File: config.mk
export PLATFORM = sky130hd
export DESIGN_NAME = bus_trig_unit
export DESIGN_NICKNAME = d
export VERILOG_FILES = /design/src/rtl/bus_trig_pkg.sv /design/src/rtl/bus_trig_match.sv /design/src/rtl/bus_trig_fifo.sv /design/src/rtl/bus_trig_seq.sv /design/src/rtl/bus_trig_unit.sv
export SDC_FILE = /design/constraint.sdc
export NUM_CORES = 1
export LEC_CHECK = 0
export BUFFER_PORTS_ARGS = -buffer_cell sky130_fd_sc_hd__buf_2
export CAP_MARGIN = 20
export CORE_MARGIN = 5
export CORE_UTILIZATION = 56
export DETAILED_ROUTE_END_ITERATION = 8
export PLACE_DENSITY = 0.81
export SYNTH_ARGS = -nofsm -noshare
export SYNTH_HDL_FRONTEND = slang
export SYNTH_HIERARCHICAL = 1
export SYNTH_SLANG_ARGS = --single-unit
File: constraint.sdc
create_clock -name clk -period 4.7 [get_ports clk]
set_clock_uncertainty 0.05 [all_clocks]
set_input_delay 0.47 -clock clk [delete_from_list [all_inputs] [get_ports clk]]
set_output_delay 0.47 -clock clk [all_outputs]
set_load 0.01 [all_outputs]
File: src/rtl/bus_trig_pkg.sv
// Package: shared mode encoding for the bus debug trigger unit.
// Assumes: mode values above 9 are reserved and produce no activity.
package bus_trig_pkg;

    typedef enum logic [3:0] {
        TM_A_ONLY      = 4'd0,
        TM_A_OR_B      = 4'd1,
        TM_A_THEN_B    = 4'd2,
        TM_FULL_EQ     = 4'd3,
        TM_FULL_NE     = 4'd4,
        TM_CAP_B       = 4'd5,
        TM_A_THEN_CAPB = 4'd6,
        TM_INSIDE      = 4'd7,
        TM_OUTSIDE     = 4'd8,
        TM_CAP_A       = 4'd9
    } trig_mode_e;

endpackage

File: src/rtl/bus_trig_match.sv
// Module: combinational match logic. From one bus cycle, the comparators and the
// A-seen flag it decides hit, tag hit and whether the hit is a capture.
// Assumes: 'act' already folds in valid, run and arm gating.
module bus_trig_match
    import bus_trig_pkg::*;
#(
    parameter int AW = 16,
    parameter int DW = 8
) (
    input  logic [3:0]    mode,
    input  logic          act,
    input  logic [AW-1:0] addr,
    input  logic [DW-1:0] data,
    input  logic          rw,
    input  logic [AW-1:0] cmp_a,
    input  logic [AW-1:0] cmp_b,
    input  logic          rw_en,
    input  logic          rw_val,
    input  logic          a_seen,
    output logic          a_hit,
    output logic          hit,
    output logic          tag_hit,
    output logic          is_capture
);

    logic a_eq, b_eq, d_eq, rw_ok, ge_a, le_b;
    trig_mode_e m;

    // Elementary comparisons, qualified by the active cycle.
    always_comb begin
        m     = trig_mode_e'(mode);
        a_eq  = act && (addr == cmp_a);
        b_eq  = act && (addr == cmp_b);
        d_eq  = (data == cmp_b[DW-1:0]);
        rw_ok = !rw_en || (rw == rw_val);
        ge_a  = (addr >= cmp_a);
        le_b  = (addr <= cmp_b);
        a_hit = a_eq;
    end

    // Mode decoder: trigger, tag and capture selection.
    always_comb begin
        hit        = 1'b0;
        tag_hit    = 1'b0;
        is_capture = 1'b0;
        case (m)
            TM_A_ONLY:      hit = a_eq;
            TM_A_OR_B:      hit = a_eq || b_eq;
            TM_A_THEN_B:    hit = b_eq && a_seen;
            TM_FULL_EQ:     hit = a_eq && rw_ok && d_eq;
            TM_FULL_NE:     hit = a_eq && rw_ok && !d_eq;
            TM_CAP_B:       begin hit = b_eq;           is_capture = 1'b1; end
            TM_A_THEN_CAPB: begin hit = b_eq && a_seen; is_capture = 1'b1; end
            TM_INSIDE:      hit = act && ge_a && le_b;
            TM_OUTSIDE:     hit = act && (!ge_a || !le_b);
            TM_CAP_A:       begin hit = a_eq;           is_capture = 1'b1; end
            default:        hit = 1'b0;
        endcase
        if (m == TM_FULL_EQ || m == TM_FULL_NE) tag_hit = a_eq && rw_ok;
        else                                    tag_hit = hit;
    end

endmodule

File: src/rtl/bus_trig_fifo.sv
// Module: capture FIFO. It flags the push that fills it so the run can end.
// Assumes: DEPTH is a power of two; clear takes priority over push and pop.
module bus_trig_fifo #(
    parameter int DW    = 8,
    parameter int DEPTH = 8,
    localparam int PW   = $clog2(DEPTH),
    localparam int CW   = $clog2(DEPTH + 1)
) (
    input  logic          clk,
    input  logic          rst_n,
    input  logic          clr,
    input  logic          push,
    input  logic [DW-1:0] wdata,
    input  logic          pop,
    output logic [DW-1:0] rdata,
    output logic [CW-1:0] count,
    output logic          fill_now
);

    localparam logic [CW-1:0] FULL_CNT = CW'(DEPTH);
    localparam logic [CW-1:0] LAST_CNT = CW'(DEPTH - 1);

    logic [DW-1:0] mem [DEPTH];
    logic [PW-1:0] wr_ptr, rd_ptr;
    logic          push_ok, pop_ok;

    // Accept qualifiers: no push into a full FIFO, no pop from an empty one.
    always_comb begin
        push_ok  = push && !clr && (count != FULL_CNT);
        pop_ok   = pop && !clr && (count != '0);
        fill_now = push_ok && !pop_ok && (count == LAST_CNT);
        rdata    = mem[rd_ptr];
    end

    // Pointer and occupancy update.
    always_ff @(posedge clk) begin
        if (!rst_n || clr) begin
            wr_ptr <= '0;
            rd_ptr <= '0;
            count  <= '0;
        end else begin
            if (push_ok) wr_ptr <= wr_ptr + 1'b1;
            if (pop_ok)  rd_ptr <= rd_ptr + 1'b1;
            if (push_ok && !pop_ok)      count <= count + 1'b1;
            else if (!push_ok && pop_ok) count <= count - 1'b1;
        end
    end

    // Storage write.
    always_ff @(posedge clk) begin
        if (push_ok) mem[wr_ptr] <= wdata;
    end

endmodule

File: src/rtl/bus_trig_seq.sv
// Module: run sequencer. Holds the run flag and the A-seen record.
// Assumes: arm has priority over the end-of-run condition.
module bus_trig_seq (
    input  logic clk,
    input  logic rst_n,
    input  logic arm,
    input  logic a_hit,
    input  logic fill_now,
    output logic run_active,
    output logic a_seen
);

    // Run flag: set by arm, cleared when a capture fills the FIFO.
    always_ff @(posedge clk) begin
        if (!rst_n)        run_active <= 1'b0;
        else if (arm)      run_active <= 1'b1;
        else if (fill_now) run_active <= 1'b0;
    end

    // A-seen record: sticky within a run, cleared by arm.
    always_ff @(posedge clk) begin
        if (!rst_n || arm) a_seen <= 1'b0;
        else if (a_hit)    a_seen <= 1'b1;
    end

endmodule

File: src/rtl/bus_trig_unit.sv
// Module: top of the bus debug trigger unit. Gates bus cycles with run state,
// routes captures into the FIFO and registers the trigger and request outputs.
// Assumes: all inputs are synchronous to clk.
module bus_trig_unit #(
    parameter int AW    = 16,
    parameter int DW    = 8,
    parameter int DEPTH = 8,
    localparam int CW   = $clog2(DEPTH + 1)
) (
    input  logic          clk,
    input  logic          rst_n,
    input  logic          arm,
    input  logic [3:0]    mode,
    input  logic [AW-1:0] cmp_a,
    input  logic [AW-1:0] cmp_b,
    input  logic          rw_qual_en,
    input  logic          rw_qual_val,
    input  logic          brk_en,
    input  logic          brk_is_tag,
    input  logic          bus_valid,
    input  logic [AW-1:0] bus_addr,
    input  logic [DW-1:0] bus_data,
    input  logic          bus_rw,
    input  logic          fifo_pop,
    output logic          trig_pulse,
    output logic          brk_tag_req,
    output logic          brk_force_req,
    output logic          run_active,
    output logic [DW-1:0] fifo_rdata,
    output logic [CW-1:0] fifo_count
);

    logic act, a_seen, a_hit, hit, tag_hit, is_capture, fill_now;

    // Evaluate a bus cycle only inside a run and not on an arm cycle.
    always_comb act = bus_valid && run_active && !arm;

    bus_trig_match #(.AW(AW), .DW(DW)) match_i (
        .mode(mode), .act(act), .addr(bus_addr), .data(bus_data), .rw(bus_rw),
        .cmp_a(cmp_a), .cmp_b(cmp_b), .rw_en(rw_qual_en), .rw_val(rw_qual_val),
        .a_seen(a_seen), .a_hit(a_hit), .hit(hit), .tag_hit(tag_hit),
        .is_capture(is_capture)
    );

    bus_trig_fifo #(.DW(DW), .DEPTH(DEPTH)) fifo_i (
        .clk(clk), .rst_n(rst_n), .clr(arm), .push(hit && is_capture),
        .wdata(bus_data), .pop(fifo_pop), .rdata(fifo_rdata),
        .count(fifo_count), .fill_now(fill_now)
    );

    bus_trig_seq seq_i (
        .clk(clk), .rst_n(rst_n), .arm(arm), .a_hit(a_hit),
        .fill_now(fill_now), .run_active(run_active), .a_seen(a_seen)
    );

    // Registered trigger and breakpoint request outputs.
    always_ff @(posedge clk) begin
        if (!rst_n || arm) begin
            trig_pulse    <= 1'b0;
            brk_tag_req   <= 1'b0;
            brk_force_req <= 1'b0;
        end else begin
            trig_pulse    <= hit;
            brk_tag_req   <= brk_en && brk_is_tag && tag_hit;
            brk_force_req <= brk_en && !brk_is_tag && hit;
        end
    end

endmodule

---- Yosys cells after proc, flatten, opt, wreduce, memory -nomap -nowiden ----
Memories as Yosys holds them, arrays and structs flattened. A register that Yosys moved wholly into a read port is not among the register bits.
Index checks and enable logic that the tools add are counted.
word-level totals
  register bits after elaboration ......... 15
  bits in latches ......................... 0
  memory bits (writable) .................. 64
  memory bits (read-only) ................. 0
  input bits .............................. 70
  output and inout port bits .............. 16
  word-level logic and storage cells ...... 85
  memories kept ........................... 1
operators by class
  $add $sub $neg .......................... 4
  $mul .................................... 0
  divide/modulo/power cells ............... 0
  magnitude comparators ................... 2
  equal/unequal tests ..................... 15
  shift-type cells ........................ 0
  mux-type cells .......................... 11
  bitwise operators ....................... 0
  reduce and logical (&&, ||, !) cells .... 44
memory list
  memory      depth  width  rd ports  clocked after Yosys merged registers in  wr ports  RTL line             RTL
  fifo_i.mem  8      8      1         1                                        1         bus_trig_fifo.sv:23  logic [DW-1:0] mem [DEPTH];
operator list
  operator               number
  $eq A16 B16 Y1         2
  $logic_and A1 B1 Y1    23
  $eq A4 B3 Y1 const B   5
  $ge A16 B16 Y1         1
  $le A16 B16 Y1         1
  $logic_not A1 Y1       9
  $eq A4 B2 Y1 const B   2
  $eq A4 B4 Y1 const B   2
  $eq A8 B8 Y1           1
  $mux W4                2
  $pmux W1 S8            1
  $add A3 B1 Y3 const B  2
  $mux W1                6
  $mux W3                2
  $logic_or A1 B1 Y1     5
  $add A4 B1 Y4 const B  1
  $eq A4 B1 Y1 const B   1
  $logic_not A4 Y1       1
  $ne A4 B4 Y1 const B   1
  $reduce_bool A2 Y1     2
  $reduce_bool A4 Y1     1
  $reduce_or A2 Y1       2
  $sub A4 B1 Y4 const B  1
  $reduce_or A3 Y1       1
  $eq A1 B1 Y1           1

---- Logic depth before layout (Yosys ltp) ----
Gate-level depths: netlist of run 1.
  depth in word-level cells ............... 13
  mapped depth ............................ 19
  depth with buffers taken out ............ 19

---- Cells and area by module ----
Netlist of run 1, hierarchy kept.
modules (own cells, without submodules)
  module          times used  cells an instance  area an instance (sq um)  seq. area each (sq um)
  bus_trig_fifo   1           169                3138.0                    2182.1
  bus_trig_match  1           151                1109.8                    0.0
  bus_trig_unit   1           10                 103.8                     60.1
  bus_trig_seq    1           6                  72.6                      40.0

---- Worst setup path after synthesis of run 1 ----
Ideal clock, no wire load.
  path kind ............................... in2reg
  start ................................... in cmp_a[15]
  end ..................................... reg fifo_i.count[3]
  setup time .............................. 0.057 ns
  data arrival time ....................... 3.493 ns
  data required time ...................... 4.593 ns
  slack ................................... 1.099 ns
  stages on the path ...................... 18
  buffers on the path ..................... 0
  path through ............................ inv_1 -> ha_1 -> nand4_2 -> nor4_2 -> nor4b_2 -> o21ai_1 -> mux2i_1 -> o211ai_1 -> and2_1 -> nand2b_1 -> a21oi_2 -> ha_1 -> inv_1 -> ha_1 -> a21oi_1 -> a211o_1 -> a211oi_1 -> a31o_2
between the ends
  cells in the longest elaborated chain, start to end .. 11
  elaborated cells on any way between the ends .. 21
  classes of those cells .................. order compare (1); eq/ne (1); mux (2); reduce/logical (17)
RTL lines
  element                                                           RTL line                                                          RTL
  start: declaration                                                bus_trig_unit.sv:14                                               input logic [AW-1:0] cmp_a,
  $ge A16 B16 Y1 / $eq A16 B16 Y1 (equally long branches)           bus_trig_match.sv:36, bus_trig_match.sv:32
  $logic_not A1 Y1 / $logic_and A1 B1 Y1 (equally long branches)    bus_trig_match.sv:55, bus_trig_match.sv:32
  $logic_or A1 B1 Y1 / $logic_and A1 B1 Y1 (equally long branches)  bus_trig_match.sv:55, bus_trig_match.sv:50, bus_trig_match.sv:51
  $logic_and A1 B1 Y1, on equally long branches                     bus_trig_match.sv:55, bus_trig_match.sv:50, bus_trig_match.sv:51
  $pmux W1 S8 (*)                                                   bus_trig_match.sv:46                                              case (m)
  via hit                                                           bus_trig_unit.sv:33                                               logic act, a_seen, a_hit, hit, tag_hit, is_capture, fill_now;
  $logic_and A1 B1 Y1 (*)                                           bus_trig_unit.sv:46                                               .clk(clk), .rst_n(rst_n), .clr(arm), .push(hit && is_capture),
  $logic_and A1 B1 Y1 (*) (2 in series)                             bus_trig_fifo.sv:29                                               push_ok = push && !clr && (count != FULL_CNT);
  via fifo_i.push_ok                                                bus_trig_fifo.sv:25                                               logic push_ok, pop_ok;
  $logic_not A1 Y1                                                  bus_trig_fifo.sv:45                                               else if (!push_ok && pop_ok) count <= count - 1'b1;
  $logic_and A1 B1 Y1                                               bus_trig_fifo.sv:45
  $reduce_bool A2 Y1 (no source line)                               --
  end signal: assignment                                            bus_trig_fifo.sv:44                                               if (push_ok && !pop_ok) count <= count + 1'b1;
  end signal: assignment                                            bus_trig_fifo.sv:45
  end: declaration                                                  bus_trig_fifo.sv:16                                               output logic [CW-1:0] count,
Mark *: on every way through the listed nets, which the timed path passes. The rest lies on a longest branch.
A chain may end at the register's enable or synchronous reset.

---- Worst setup path after layout of run 1 ----
  start ................................... in bus_addr[15]
  end ..................................... reg fifo_i.count[3]
between the ends
  cells in the longest elaborated chain, start to end .. 11
  elaborated cells on any way between the ends .. 26
  classes of those cells .................. order compare (2); eq/ne (2); mux (2); reduce/logical (20)
RTL lines
  element                                                           RTL line                                                          RTL
  start: declaration                                                bus_trig_unit.sv:21                                               input logic [AW-1:0] bus_addr,
  $ge A16 B16 Y1 (tied with other cells)                            bus_trig_match.sv:36                                              ge_a = (addr >= cmp_a);
  $logic_not A1 Y1 / $logic_and A1 B1 Y1 (equally long branches)    bus_trig_match.sv:55, bus_trig_match.sv:32
  $logic_or A1 B1 Y1 / $logic_and A1 B1 Y1 (equally long branches)  bus_trig_match.sv:55, bus_trig_match.sv:50, bus_trig_match.sv:51
  $logic_and A1 B1 Y1, on equally long branches                     bus_trig_match.sv:55, bus_trig_match.sv:50, bus_trig_match.sv:51
  $pmux W1 S8 (*)                                                   bus_trig_match.sv:46
  via hit                                                           bus_trig_unit.sv:33
  $logic_and A1 B1 Y1 (*)                                           bus_trig_unit.sv:46
  $logic_and A1 B1 Y1 (*) (2 in series)                             bus_trig_fifo.sv:29
  via fifo_i.push_ok                                                bus_trig_fifo.sv:25
  $logic_not A1 Y1                                                  bus_trig_fifo.sv:45
  $logic_and A1 B1 Y1                                               bus_trig_fifo.sv:45
  $reduce_bool A2 Y1 (no source line)                               --
Marks and branches as above.

==> results of run 1 <==
[routing by layer]
layer  up-vias  GRT usage (%)  part of all wire, %
li1       1455              -                    -
met1      1398           22.5                   38
met2       124           35.5                   52
met3        18           5.02                  8.0
met4         0           8.72                  2.0
met5         -              0                    0
[state kept, by name (all words and copies together), names as in the netlist, named ones only]
signal and flops:
fifo_i/count 4, seq_i/a_seen 1, fifo_i/mem 64, trig_pulse 1
fifo_i/wr_ptr 3, seq_i/run_active 1, fifo_i/rd_ptr 3, brk_tag_req 1
brk_force_req 1
[logic make-up after synthesis]
group / Yosys count / share of synthesized area (%)
DFF: 82 / 51.6
buffers and inverters: 43 / 4.21
muxes: 28 / 12.4
adders and majority gates: 38 / 10.9
and+or+nand+nor: 88 / 11.6
AOI/OAI and AO/OA: 42 / 6.39
xor gates and xnor gates: 15 / 2.97
[per-stage QoR]
stage               worst slack, ns  instances  power, mW  util, %
floorplan                      1.10        336      0.868        -
global placement              0.767        522      0.924     64.3
detailed placement            0.635        522      0.929     64.3
CTS                           0.987        538       1.41     66.8
global route                  0.605        538       1.47     66.8
finish                        0.982        538       1.40     66.8
[power breakdown]
group | internal [mW] | switching, mW
combinational | 0.0613 | 0.0716
clock | 0.246 | 0.243
sequential | 0.780 | 0.000473
total | 1.09 | 0.315
[cells in the mapped netlist (all sizes together) (2+ instances only)]
cell type  number
mux2i           4
dfxtp          18
nor2b           3
mux4           16
a21oi          19
nand4           8
xor2           10
a211o           2
xnor2           5
nor4            4
o21ai           6
edfxtp         64
clkbuf          3
nand3           7
mux2            8
nor2           26
nand2          10
nor3            8
and2            2
nor3b           3
a211oi          3
inv            36
buf             4
a21o            3
and3b           2
nand2b         10
o211ai          2
ha             37
[final cells by class]
type                       count  share of cell area [%]
sequential                    82                    44.2
multi-input combinational    211                    37.9
timing repair buffer          91                    9.11
inverter                      36                    2.62
clock buffer                  10                    2.47
tap                          102                    2.47
clock inverter                 6                    1.26
[worst paths after layout]
kind,to,slack (ns),depth (start not counted),startpoint
worst max-delay path,fifo_i/count[3]$_SDFFE_PP0P_,0.98,18,bus_addr[15]
worst min register to register,fifo_i/wr_ptr[0]$_SDFFE_PP0P_,0.47,2,fifo_i/wr_ptr[0]$_SDFFE_PP0P_
worst min-delay path,brk_tag_req$_SDFF_PP0_,0.32,3,brk_is_tag
worst max register to register,fifo_i/count[3]$_SDFFE_PP0P_,1.58,14,seq_i/run_active$_SDFFE_PN0P_
[worst register-to-register path: stages, from the launching register on]
cell      delay [ns]
dfxtp_1         0.35
nand2_1         0.06
nor2_1          0.22
nand4_1         0.20
o211ai_1        0.24
and2_1          0.15
nand2b_1        0.06
a21oi_2         0.25
ha_1            0.26
inv_1           0.11
ha_1            0.34
a21oi_1         0.10
a211o_1         0.31
a211oi_1        0.22
a31o_2          0.14
==> impl_metrics.yaml, run 1 <==
status:
  status: "complete, no violations"
logic_synthesis:
  synth-main-ff-cell: "edfxtp_1"
  async_flop_share_pct: 0
  synth_nets: 444
  yosys.area.top_type: "edfxtp_1"
  syn_avg_cell_area_um2: 13.2
  synth_edf_count: 64
  netlist_top_cells_area: "edfxtp_1 (43%), ha_1 (10%), mux4_1 (8.9%), dfxtp_1 (8.1%), inv_1 (3.1%)"
  ys_ff_latch: 82
  synth.top_cell.area_share_pct: 43.4
  yosysWarnings: 6
  synth-seq-area-share_pct: 51.6
  synth_cells: 336
  ys_types: 53
  syn_area_um2: 4420
finish:
  drive_above_1_share_pct: 29.4
  final_cell_mix: "buf_2 (85), edfxtp_1 (64), ha_1 (37)"
  layout_commonest_cell: "buf_2"
  regArea_um2: 2280
  fillers: 582
  n_antenna_cell: 0
  fin_nets: 539
  multiInputGateArea_um2: 1960
  stdcell_area_um2: 5160
  syn_to_final_growth_pct: 16.7
detailed_routing:
  dr.pass1.iters: 4
  ant_nets: 0
  route.detailed.drc: 0
  via_per_inst: 5.57
  first_iter_violations: 166
  drt-total-wl_um: 9280
  via_count: 2995
  wire_per_inst_um: 17.2
clock_network:
  clock_latency_ns: 0.34
  cts_buffers: 9
  cts_max_level: 3
  cts_hold_buf: 0
  cts_tree: "done"
  root_buffer: "clkbuf_8"
  cts_setup_buffers: 0
  cts_sinks: 82
  clock_path_buffers: 2
  ctsResizeCount: 0
  clk_pin_slew_ns: 0.08
sta:
  slew_headroom_pct: 39.9
  finalSetupViolCount: 0
  fmax_ghz: 0.269
  final.min_clock_period_ns: 3.72
  period_share_pct: 79.1
  hold_viol: 0
  worstMarginPinSlew_ns: 0.900
  timing.setup.tns_ns: 0
  rsz0062_at_grt: "false"
  holdWs_ns: 0.321
  report.final.slew_viol_count: 0
place:
  io_buffers: 85
  hpwl_um: 7060
  place_congestion: 0.856
  dpl_cell_area_um2: 4970
critical_path:
  cp-start-kind: "input pin"
  path_max_fanout: 7
  path_class: "in2reg"
  arrival_ns: 3.96
  required_ns: 4.94
  path_buf_inv: 2
  max_stage_delay_ns: 0.36
  critPathTopFamily: "compound AO/OA/AOI/OAI gates"
  critPathCaptureType: "flip-flop"
  crit_slowest_cell: "nor4_2"
  cpMostUsedCell: "ha_1"
  path_cells: "buf_2 > ha_1 > nand4_2 > nor4_2 > nor4b_2 > o21ai_1 > mux2i_1 > o211ai_1 > and2_1 > nand2b_1 > a21oi_2 > ha_1 > inv_1 > ha_1 > a21oi_1 > a211o_1 > a211oi_1 > a31o_2"
pwr:
  pwr_density_cell_nw_per_um2: 271
  leakagePower_nw: 2.12
  irDropWorstVdd_mv: 0.125
job:
  max-cap-violations: 0
global_route:
  grt_pass1_vias: 3124
  grt_pass1_wl_um: 15000
  grt_start_max_net_pins: 17
  antenna_found_initial: 0
  track_usage_pct: 19.9
  overflow: 0
floorplanning:
  die_area_um2: 9780
  die_width_um: 98.9
  num_io_pins: 86
  rows: 32
  core_um2: 7730
  start_util_pct: 57.3
  die_h_um: 98.9
worst_hold_path:
  min_path_type: "in2reg"
Power figures use the tool's default switching activity.
==> inputs of run 2 (changes only) <==
==> constraint.sdc (replaced) <==
create_clock -name clk -period 3.7 [get_ports clk]
set_clock_uncertainty 0.05 [all_clocks]
set_input_delay 0.37 -clock clk [delete_from_list [all_inputs] [get_ports clk]]
set_output_delay 0.37 -clock clk [all_outputs]
set_load 0.01 [all_outputs]
==> run 2 against run 1 <==
Against the previous run:
- sequential power up 27%
- die area did not move
- register-to-register slack got worse by 0.92 ns
- critical path type unchanged
- largest cell class unchanged
==> impl_metrics.yaml, run 2 (synthesis results as in run 1) <==
status:
  status: "complete, no violations"
floorplanning:
  core_um2: 7730
  die_h_um: 98.9
  start_util_pct: 57.3
  die_width_um: 98.9
  die_area_um2: 9780
  num_io_pins: 86
  rows: 32
global_route:
  top_usage_layer: "met2"
  grt_start_max_net_pins: 17
  use_met3_pct: 3.96
  grt_pass1_wl_um: 14700
  overflow: 0
  grt_util_met2_pct: 32.7
  antenna_found_initial: 0
  track_usage_pct: 19.1
  grt_pass1_vias: 3112
  use_met1_pct: 23.9
detailed_routing:
  via_per_inst: 5.39
  route.detailed.drc: 0
  drt-total-wl_um: 8940
  ant_nets: 0
  wire_per_inst_um: 16.4
  first_iter_violations: 108
  via_count: 2943
  dr.pass1.iters: 5
critical_path:
  r2r_cells: 16
  critPathTopFamily: "compound AO/OA/AOI/OAI gates"
  path_cells: "buf_2 > inv_1 > ha_1 > nand2b_4 > a2111oi_4 > nor4b_4 > o21ai_1 > mux2i_1 > o211ai_1 > and2_1 > nand2b_1 > a21oi_2 > ha_1 > inv_1 > ha_1 > a21oi_2 > a211o_1 > a211oi_1 > a31o_2"
  critPathCaptureType: "flip-flop"
  required_ns: 3.90
  max_stage_delay_ns: 0.39
  path_buf_inv: 3
  cpMostUsedCell: "ha_1"
  arrival_ns: 3.62
  path_class: "in2reg"
  crit_slowest_cell: "a2111oi_4"
  worst-path-stages: 19
  path_max_fanout: 4
  cp-start-kind: "input pin"
clock_network:
  cts_max_level: 3
  root_buffer: "clkbuf_8"
  clock_latency_ns: 0.35
  clk_pin_slew_ns: 0.08
  cts_buffers: 9
  cts_hold_buf: 0
  cts_tree: "done"
  cts_sinks: 82
  clock_path_buffers: 2
sta:
  period_share_pct: 92.5
  rsz0062_at_grt: "false"
  finalSetupViolCount: 0
  hold_viol: 0
  fmax_ghz: 0.292
  report.final.slew_viol_count: 0
  slew_headroom_pct: 41.6
  worstMarginPinSlew_ns: 0.875
  final.min_clock_period_ns: 3.42
finish:
  multiInputGateArea_um2: 1990
  regMostFlops: "fifo_i/mem"
  regArea_um2: 2280
  fillers: 565
  layout_commonest_cell: "buf_2"
  drive_above_1_share_pct: 30.9
  syn_to_final_growth_pct: 19.2
  top_regs: "fifo_i/mem x64, fifo_i/count x4"
  final_cells: 546
  final_cell_mix: "buf_2 (85), edfxtp_1 (64), ha_1 (37)"
  n_antenna_cell: 0
  largest_reg_flops: 64
  fin_nets: 547
place:
  place_congestion: 0.886
  placed_cells: 530
  hpwl_um: 6890
  io_buffers: 85
worst_hold_path:
  min_path_type: "in2reg"
  holdPathStages: 2
pwr:
  pwr_density_cell_nw_per_um2: 344
  leakagePower_nw: 2.18
  irDropWorstVdd_mv: 0.215
  finalPower_mw: 1.82
job:
  max-cap-violations: 0
[run 2: what timing repair did]
item / 4_1_cts / 5_1_grt
gates resized for setup: 0 / 5
hold endpoints to repair: 0 / 0
setup endpoints to repair: 0 / 1
buffers inserted: 0 / 0
[run 2: final timing paths]
kind,end,slack [ns],from
worst max register to register,fifo_i/count[3]$_SDFFE_PP0P_,0.66,seq_i/run_active$_SDFFE_PN0P_
worst min-delay path,seq_i/run_active$_SDFFE_PN0P_,0.22,rst_n
worst min register to register,fifo_i/wr_ptr[0]$_SDFFE_PP0P_,0.47,fifo_i/wr_ptr[0]$_SDFFE_PP0P_
worst max-delay path,fifo_i/count[3]$_SDFFE_PP0P_,0.28,bus_addr[0]
[run 2: where the power goes]
group / total (mW) / internal (mW) / switching [mW]
Sequential: 0.991 / 0.990 / 0.000664
Combinational: 0.176 / 0.0805 / 0.0957
Clock: 0.648 / 0.349 / 0.299
Total: 1.82 / 1.42 / 0.395
[run 2: stage by stage]
stage               setup TNS [ns]  util [%]  hold WS [ns]  cell area [um2]  setup slack, ns
global route                     0      68.3         0.214             5280           0.0571
CTS                              0      67.8         0.204             5240            0.289
detailed placement         -0.0980      65.1         0.459             5030          -0.0980
finish                           0      68.3         0.223             5280            0.276
global placement                 0      65.1         0.438             5030           0.0112
floorplan                        0         -         0.396             4420            0.199
[run 2: area by class of cell]
| class | instances | share of cell area, % |
|---|---|---|
| Clock buffer | 12 | 2.94 |
| Clock inverter | 4 | 0.949 |
| Inverter | 36 | 2.56 |
| Multi-Input combinational cell | 211 | 37.8 |
| Sequential cell | 82 | 43.3 |
| Tap cell | 102 | 2.42 |
| Timing Repair Buffer | 99 | 10.1 |
[run 2: layer usage]
metal,part of all wire (%),wire [um]
met5,0,0
met4,1.5,137
met3,5.4,486
met2,50,4480
met1,43,3840
==> inputs of run 3 (changes only) <==
--- a/config.mk
+++ b/config.mk
@@ -8,9 +8,10 @@
 export BUFFER_PORTS_ARGS = -buffer_cell sky130_fd_sc_hd__buf_2
 export CAP_MARGIN = 20
 export CORE_MARGIN = 5
-export CORE_UTILIZATION = 56
+export CORE_UTILIZATION = 57
+export CTS_BUF_LIST = sky130_fd_sc_hd__clkbuf_4 sky130_fd_sc_hd__clkbuf_8
 export DETAILED_ROUTE_END_ITERATION = 8
-export PLACE_DENSITY = 0.81
+export PLACE_DENSITY = 0.82
 export SYNTH_ARGS = -nofsm -noshare
 export SYNTH_HDL_FRONTEND = slang
 export SYNTH_HIERARCHICAL = 1
==> run 3 against run 2 <==
Against the previous run:
- first-iteration DRC count is 50% higher
- critical endpoint unchanged
- global-route usage is 0.43 points higher
- sequential power is essentially flat
- routed wire length up 0.62%
- final cell count is the same
- critical path depth unchanged
- worst hold slack got worse by 0.014 ns
- combinational power is essentially flat
- register-to-register slack gained 0.13 ns
- clock-buffer cell count shrank 3
- die area is 1.6% lower
- setup slack improved by 0.052 ns
==> impl_metrics.yaml, run 3 (synthesis results as in run 1) <==
worst_hold_path:
  min_path_type: "in2reg"
  holdPathStages: 3
place:
  placed_cells: 530
  hpwl_um: 6890
  io_buffers: 85
  dp_slack_ns: -0.0951
  place_congestion: 0.889
detailed_routing:
  route.detailed.drc: 0
  via_per_inst: 5.58
  first_iter_violations: 162
  dr.pass1.iters: 4
  ant_nets: 0
  drt-total-wl_um: 9000
  via_count: 3044
  wire_per_inst_um: 16.5
clock_network:
  clk_pin_slew_ns: 0.08
  clock_latency_ns: 0.35
  root_buffer: "clkbuf_8"
  cts_tree: "done"
  cts_sinks: 82
  clock_path_buffers: 2
  cts_setup_buffers: 0
  cts_buffers: 9
  cts_max_level: 3
  cts_hold_buf: 0
critical_path:
  path_cells: "buf_2 > inv_1 > ha_1 > nand2b_4 > a2111oi_4 > nor4b_4 > o21ai_1 > mux2i_1 > o211ai_1 > and2_1 > nand2b_1 > a21oi_2 > ha_1 > inv_1 > ha_1 > a21oi_1 > a211o_1 > a211oi_1 > a31o_2"
  r2r_cells: 16
  path_class: "in2reg"
  path_max_fanout: 4
  max_stage_delay_ns: 0.40
  worst-path-stages: 19
  arrival_ns: 3.58
  path_buf_inv: 3
  critPathCaptureType: "flip-flop"
  critPathTopFamily: "compound AO/OA/AOI/OAI gates"
  cpMostUsedCell: "ha_1"
  cp-start-kind: "input pin"
  crit_slowest_cell: "a2111oi_4"
  required_ns: 3.91
global_route:
  grt_pass1_wl_um: 14600
  overflow: 0
  grt_pass1_vias: 3132
  track_usage_pct: 19.5
  antenna_found_initial: 0
  grt_start_max_net_pins: 17
finish:
  drive_above_1_share_pct: 31.1
  layout_commonest_cell: "buf_2"
  final_cells: 546
  fin_util_pct: 68.9
  largest_reg_flops: 64
  fin_nets: 547
  n_antenna_cell: 0
  final_cell_mix: "buf_2 (85), edfxtp_1 (64), ha_1 (37)"
  regMostFlops: "fifo_i/mem"
  syn_to_final_growth_pct: 19.1
  top_regs: "fifo_i/mem x64, fifo_i/count x4"
job:
  max-cap-violations: 0
floorplanning:
  core_um2: 7650
  die_width_um: 98.1
  rows: 32
  die_area_um2: 9620
  start_util_pct: 57.9
  num_io_pins: 86
  die_h_um: 98.1
sta:
  worstMarginPinSlew_ns: 0.947
  final.min_clock_period_ns: 3.37
  holdWs_ns: 0.209
  hold_viol: 0
  report.final.slew_viol_count: 0
  fmax_ghz: 0.297
  period_share_pct: 91.1
  timing.final.ws_setup_ns: 0.328
  rsz0062_at_grt: "false"
  finalSetupViolCount: 0
  slew_headroom_pct: 36.8
pwr:
  finalPower_mw: 1.81
  irDropWorstVdd_mv: 0.169
  pwr_density_cell_nw_per_um2: 343
  leakagePower_nw: 2.18
status:
  status: "complete, no violations"
[run 3: cell types whose count changed in the layout (fill, tap and decap cells not counted)]
cell / previous run / this run
clkbuf_1: 1 / 0
clkinv_1: 1 / 0
clkbuf_8: 11 / 9
a21oi_1: 17 / 18
clkinv_2: 0 / 1
clkinv_4: 0 / 3
a21oi_2: 2 / 1
[run 3: final cells by class]
type,instances,area [um2]
Fill cell,548,2380
Sequential cell,82,2280
Multi-Input combinational cell,211,1990
Timing Repair Buffer,99,531
Inverter,36,135
Tap cell,102,128
Clock buffer,9,124
Clock inverter,7,77.6
[run 3: routing by layer]
layer | GRT usage (%) | part of all wire (%) | up-vias
met1 | 23.7 | 41 | 1456
li1 | - | - | 1467
met3 | 4.79 | 5.7 | 16
met5 | 0 | 0 | -
met2 | 34.0 | 52 | 105
met4 | 6.82 | 1.6 | 0
[run 3: where the power goes]
| group | internal [mW] | switching [mW] |
|---|---|---|
| Combinational | 0.0802 | 0.0949 |
| Clock | 0.316 | 0.326 |
| Sequential | 0.990 | 0.000606 |
| Total | 1.39 | 0.421 |
[run 3: worst min-delay path, cell delays in order]
cell,delay (ns)
buf_2,0.10
nand3_1,0.06
nor3b_1,0.04
[run 3: final timing paths]
kind / to / slack, ns / from
setup reg to reg: fifo_i/count[3]$_SDFFE_PP0P_ / 0.79 / seq_i/run_active$_SDFFE_PN0P_
hold reg to reg: seq_i/a_seen$_SDFFE_PP0P_ / 0.46 / seq_i/a_seen$_SDFFE_PP0P_
hold / removal: brk_tag_req$_SDFF_PP0_ / 0.21 / brk_is_tag
setup / recovery: fifo_i/count[3]$_SDFFE_PP0P_ / 0.33 / bus_addr[0]
[run 3: what timing repair did]
action / 4_1_cts / 5_1_grt
gates resized for setup: 0 / 4
hold endpoints to repair: 0 / 0
setup endpoints to repair: 0 / 1
[run 3: stage by stage]
| stage | TNS [ns] | instance area (um2) |
|---|---|---|
| 2_1_floorplan | 0 | 4420 |
| 3_3_place_gp | 0 | 5030 |
| 3_5_place_dp | -0.0951 | 5030 |
| 4_1_cts | 0 | 5230 |
| 5_1_grt | 0 | 5270 |
| 6_report | 0 | 5270 |
